--- src/rtl/lfc_pkg.sv ---
package lfc_pkg;
  typedef enum logic [1:0] {
    ST_IDLE  = 2'd0,
    ST_SETUP = 2'd1,
    ST_BEAT  = 2'd2,
    ST_REST  = 2'd3
  } lfc_state_e;
endpackage

--- src/rtl/lfc_beat_ctr.sv ---
module lfc_beat_ctr #(
  parameter int WORDS = 4,
  localparam int IDX_W = (WORDS > 1) ? $clog2(WORDS) : 1
) (
  input  logic             clk,
  input  logic             rst,
  input  logic             clear,
  input  logic             step,
  output logic [IDX_W-1:0] idx,
  output logic             at_end
);
  always_ff @(posedge clk) begin
    if (rst || clear) idx <= '0;
    else if (step)    idx <= IDX_W'(idx + 1'b1);
  end

  assign at_end = (idx == IDX_W'(WORDS - 1));
endmodule

--- src/rtl/lfc_gap_timer.sv ---
module lfc_gap_timer #(
  parameter int GAP = 1,
  localparam int CW = (GAP > 1) ? $clog2(GAP) : 1
) (
  input  logic clk,
  input  logic rst,
  input  logic load,
  output logic expired
);
  logic [CW-1:0] cnt;

  always_ff @(posedge clk) begin
    if (rst)           cnt <= '0;
    else if (load)     cnt <= CW'(GAP - 1);
    else if (!expired) cnt <= cnt - 1'b1;
  end

  assign expired = (cnt == '0);
endmodule

--- src/rtl/line_fill_ctrl.sv ---
module line_fill_ctrl #(
  parameter int ADDR_W   = 32,
  parameter int DATA_W   = 32,
  parameter int WORDS    = 4,
  parameter bit FAST     = 1'b0,
  parameter int IDLE_GAP = 1
) (
  input  logic                     clk,
  input  logic                     rst,
  input  logic                     req_valid,
  input  logic                     req_line,
  input  logic [ADDR_W-1:0]        req_addr,
  output logic                     ready,
  output logic                     word_valid,
  output logic [$clog2(WORDS)-1:0] word_idx,
  output logic [DATA_W-1:0]        word_data,
  output logic                     fill_done,
  output logic                     fill_err,
  output logic                     bus_cyc,
  output logic                     bus_stb,
  output logic [ADDR_W-1:0]        bus_adr,
  input  logic [DATA_W-1:0]        bus_dat_i,
  input  logic                     bus_ack,
  input  logic                     bus_err
);
  import lfc_pkg::*;

  localparam int IDX_W      = $clog2(WORDS);
  localparam int WORD_BYTES = DATA_W / 8;
  localparam int LINE_BYTES = WORD_BYTES * WORDS;
  localparam logic [ADDR_W-1:0] LINE_MASK = ~ADDR_W'(LINE_BYTES - 1);
  localparam logic [ADDR_W-1:0] WORD_MASK = ~ADDR_W'(WORD_BYTES - 1);

  lfc_state_e       state;
  logic             line_q;
  logic             accept;
  logic             resp;
  logic             last_beat;
  logic             step;
  logic             finish;
  logic             gap_over;
  logic [IDX_W-1:0] idx;
  logic             idx_end;

  assign ready     = (state == ST_IDLE) || ((state == ST_REST) && gap_over);
  assign accept    = ready && req_valid;
  assign resp      = (state == ST_BEAT) && (bus_ack || bus_err);
  assign last_beat = !line_q || idx_end;
  assign step      = (state == ST_BEAT) && bus_ack && !bus_err && !last_beat;
  assign finish    = resp && (bus_err || last_beat);

  lfc_beat_ctr #(.WORDS(WORDS)) u_beat (
    .clk    (clk),
    .rst    (rst),
    .clear  (accept),
    .step   (step),
    .idx    (idx),
    .at_end (idx_end)
  );

  lfc_gap_timer #(.GAP(IDLE_GAP)) u_gap (
    .clk     (clk),
    .rst     (rst),
    .load    (finish),
    .expired (gap_over)
  );

  always_ff @(posedge clk) begin
    if (rst) begin
      state      <= ST_IDLE;
      line_q     <= 1'b0;
      bus_cyc    <= 1'b0;
      bus_stb    <= 1'b0;
      bus_adr    <= '0;
      word_valid <= 1'b0;
      word_idx   <= '0;
      word_data  <= '0;
      fill_done  <= 1'b0;
      fill_err   <= 1'b0;
    end else begin
      word_valid <= 1'b0;
      fill_done  <= 1'b0;
      fill_err   <= 1'b0;
      unique case (state)
        ST_IDLE, ST_REST: begin
          if (accept) begin
            line_q  <= req_line;
            bus_cyc <= 1'b1;
            bus_stb <= FAST;
            bus_adr <= req_addr & (req_line ? LINE_MASK : WORD_MASK);
            state   <= FAST ? ST_BEAT : ST_SETUP;
          end else if (state == ST_REST && gap_over) begin
            state <= ST_IDLE;
          end
        end
        ST_SETUP: begin
          bus_stb <= 1'b1;
          state   <= ST_BEAT;
        end
        ST_BEAT: begin
          if (bus_err) begin
            fill_err <= 1'b1;
            bus_cyc  <= 1'b0;
            bus_stb  <= 1'b0;
            state    <= ST_REST;
          end else if (bus_ack) begin
            word_valid <= 1'b1;
            word_idx   <= idx;
            word_data  <= bus_dat_i;
            if (last_beat) begin
              fill_done <= 1'b1;
              bus_cyc   <= 1'b0;
              bus_stb   <= 1'b0;
              state     <= ST_REST;
            end else begin
              bus_adr <= bus_adr + ADDR_W'(WORD_BYTES);
              bus_stb <= FAST;
              state   <= FAST ? ST_BEAT : ST_SETUP;
            end
          end
        end
        default: state <= ST_IDLE;
      endcase
    end
  end
endmodule

--- config.mk ---
export PLATFORM = sky130hd
export DESIGN_NAME = line_fill_ctrl
export DESIGN_NICKNAME = d
export VERILOG_FILES = /design/src/rtl/lfc_pkg.sv /design/src/rtl/lfc_beat_ctr.sv /design/src/rtl/lfc_gap_timer.sv /design/src/rtl/line_fill_ctrl.sv
export SDC_FILE = /design/constraint.sdc
export NUM_CORES = 1
export LEC_CHECK = 0
export CAP_MARGIN = 30
export CORE_MARGIN = 10
export CORE_UTILIZATION = 30
export DETAILED_ROUTE_END_ITERATION = 7
export GPL_TIMING_DRIVEN = 0
export PLACE_DENSITY = 0.56
export SLEW_MARGIN = 10
export SYNTH_ARGS = -nofsm -noshare
export SYNTH_HDL_FRONTEND = slang
export SYNTH_SLANG_ARGS = --single-unit
export TNS_END_PERCENT = 100
--- constraint.sdc ---
create_clock -name clk -period 2.8 [get_ports clk]
set_clock_uncertainty 0.15 [all_clocks]
set_input_delay 0.56 -clock clk [delete_from_list [all_inputs] [get_ports clk]]
set_output_delay 0.56 -clock clk [all_outputs]
set_load 0.1 [all_outputs]
==> results.cfg <==
[min_path]
hold_depth = 2
hp-start = word_data[30]
hp-class = reg -> reg
whs_endpoint = word_data[30]

[power]
power.switching_mw = 3.27
swShare = 0.533
power.internal_mw = 2.86
power_density_nw_per_um2 = 1100
p_leak_nw = 1.86
peakVddDrop_mv = 0.575
comb_power_share = 0.547
p_seq_frac = 0.267
p_clk_frac = 0.186

[layout]
multi_input_area_sq_um = 2000
fin_util = 0.464
final_area_sq_um = 5580
fillers = 1204
syn2layout_area_growth_pct = 51.8
layout-drive-gt1-share = 0.0850
seq_area_sq_um = 1530
diodes = 0
nets = 706

[yosys]
synthMuxAreaShare = 0.00817
synth_cell_types = 55
syn_inst = 481
synth_ff_type = dfxtp_1
yosysSeqAreaShare = 0.409
synth_xor_area_frac = 0.00238
synth_commonest_cells = nand2_1, dfxtp_1, a21oi_1, clkbuf_1, o21ai_0
synthSimpleGateAreaFrac = 0.267
ys_ff_latch = 75
synth-warning-count = 0
synth_top_family_by_area = simple AND/OR/NAND/NOR gates
yosysMostFrequentCell = nand2_1
synth_compound_area_frac = 0.238
post_synth.cell_area_avg_sq_um = 7.64
synth_top_area_frac = 0.409
synth_area_sq_um = 3670
synth_fa_ha_area_frac = 0.0204
synthArstFlopShare = 0
synth_top_cell_by_area = dfxtp_1
synthTopCellsByArea = dfxtp_1, nand2_1, a21oi_1
synth_edf_count = 0

[detailed_routing]
ant_nets = 0
vias = 4167
drc = 0
wl_per_cell_um = 18.3
vias_per_cell = 5.33
dr.pass1.iters = 5
drt_first_iter_violations = 386
wirelength_um = 14300

[place]
gp_congestion = 0.894
port_buffers = 136
dp_hpwl_um = 10700
placed_area_sq_um = 5270

[setup_path]
r2r_end = bus_adr[15]
cpMaxStageDelayCell = clkdlybuf4s50_1
critPathKind = reg -> out
startpoint_type = flip-flop
path_buf_inv = 1
cp_data_required_time_ps = 2090
worstPathArrival_ps = 2010
setup.reg_to_reg.worst_slack_ps = 220
max_stage_delay_ps = 1190
r2r_start = state[0]
path_max_fanout = 8
r2r_cells = 9
cp_top_family = buffers and inverters
cp_cell_sequence = clkdlybuf4s50_1
cp-end-kind = primary output

[die]
core_sq_um = 12000
num_io_pins = 142
fp.dieArea_sq_um = 17100
initial_core_util = 0.306
die_w_um = 131
rows = 40
die_h_um = 131

[global_route]
grt_pass1_wl_um = 22300
antenna_found_initial = 0
grt-ovfl-total = 0
grt_pass1_vias = 4061
grt_max_degree = 14
grt_usage = 0.166

[clock_tree]
cts_buffer_depth = 2
cts.sinks = 75
cts_setup_buffers = 0
clkTransAtPathRegs_ps = 60
clk_latency_ps = 350
cts_inserted_buffers = 9
cts_tree = done
cts_root_buffer = clkbuf_16
cts-htree-levels = 3

[timing]
hold_viol = 0
fmax_mhz = 368
max_slew.worst_pin.slew_ps = 1050
rsz0062_at_grt = no
setup_viol = 0
relSlewSlack = 0.298
final.period_utilization = 0.972
tns_ps = 0
min_period_ps = 2720
hold_ws_ps = 302
drv_slew = 0

[flow_run]
drv_cap = 0

[outcome]
outcome = complete, no violations
[layer usage]
metal  GRT usage  vias up  share of wire
met5           0        -              0
li1            -     2018              -
met3      0.0693       14          0.099
met2       0.262      182           0.47
met1       0.207     1953           0.42
met4      0.0373        0          0.013
[power by group through the flow]
stage	logic, mW	clock network [mW]	registers [mW]
after floorplan	0.984	0	3.07
after global placement	3.31	0	1.64
after detailed placement	3.33	0	1.65
after CTS	3.34	1.16	1.63
after global routing	3.53	1.21	1.67
final	3.35	1.14	1.63
[state kept, by name, indices dropped and copies added, names as in the netlist]
register	count
word_valid	1
u_beat.idx	2
word_idx	2
state	2
word_data	32
bus_stb	1
u_gap.cnt	1
bus_cyc	1
line_q	1
bus_adr	30
fill_err	1
fill_done	1
[cell type report]
type | instances | share of cell area
well taps | 147 | 0.0330
inverters | 9 | 0.00606
plain buffers | 39 | 0.0303
clock inverters | 4 | 0.00606
clock buffers | 12 | 0.0462
repair buffers | 137 | 0.246
flip-flops and latches | 75 | 0.274
multi-input cells | 359 | 0.358
[cell families after synthesis]
family                     Yosys count
AOI/OAI and AO/OA                  147
xor gates and xnor gates             1
adders and majority gates            6
buffers and inverters               49
DFF                                 75
muxes                                3
other                                1
and+or+nand+nor                    199
[per-stage QoR]
step	setup WS (ps)	power, mW	cells
CTS	2.02	6.13	783
global placement	-251	4.95	766
global route	15.7	6.41	782
floorplan	1.97	4.06	483
finish	79.4	6.13	782
detailed placement	-306	4.97	767
[layout by cell type (no fill, tap or decap), drive strengths merged, types with 4 or more instances in the layout]
| cell | n |
|---|---|
| o22ai | 6 |
| nor2b | 10 |
| and3 | 8 |
| a31oi | 5 |
| or4 | 4 |
| clkbuf | 46 |
| nand3 | 19 |
| nand4 | 8 |
| ha | 6 |
| o21ai | 33 |
| nand2b | 7 |
| clkinv | 4 |
| dfxtp | 75 |
| a21oi | 66 |
| inv | 8 |
| and4 | 4 |
| and2 | 4 |
| nor4 | 6 |
| nor2 | 20 |
| nor3 | 8 |
| buf | 5 |
| nand2 | 91 |
| o31ai | 4 |
| a211oi | 10 |
| clkdlybuf4s50 | 135 |
[how the worst max path moves through the flow]
stage | to | slack (ps) | cells after the start | start
2_1_floorplan | bus_adr[31] | 2 | 6 | bus_adr[5]
3_3_place_gp | bus_adr[8] | -250 | 8 | bus_err
3_5_place_dp | bus_adr[7] | -310 | 8 | bus_err
4_1_cts | bus_adr[15] | 2 | 10 | state[0]
5_1_grt | bus_adr[15] | 20 | 9 | state[0]
6_report | bus_adr[16] | 80 | 1 | bus_adr[16]
[what timing repair did]
item,in CTS,in global routing
resized for setup,3,12
hold buffers,0,0
endpoints found under the hold margin,0,0
setup endpoints to repair,23,37
Note: power is estimated with default switching activity, not from simulation.
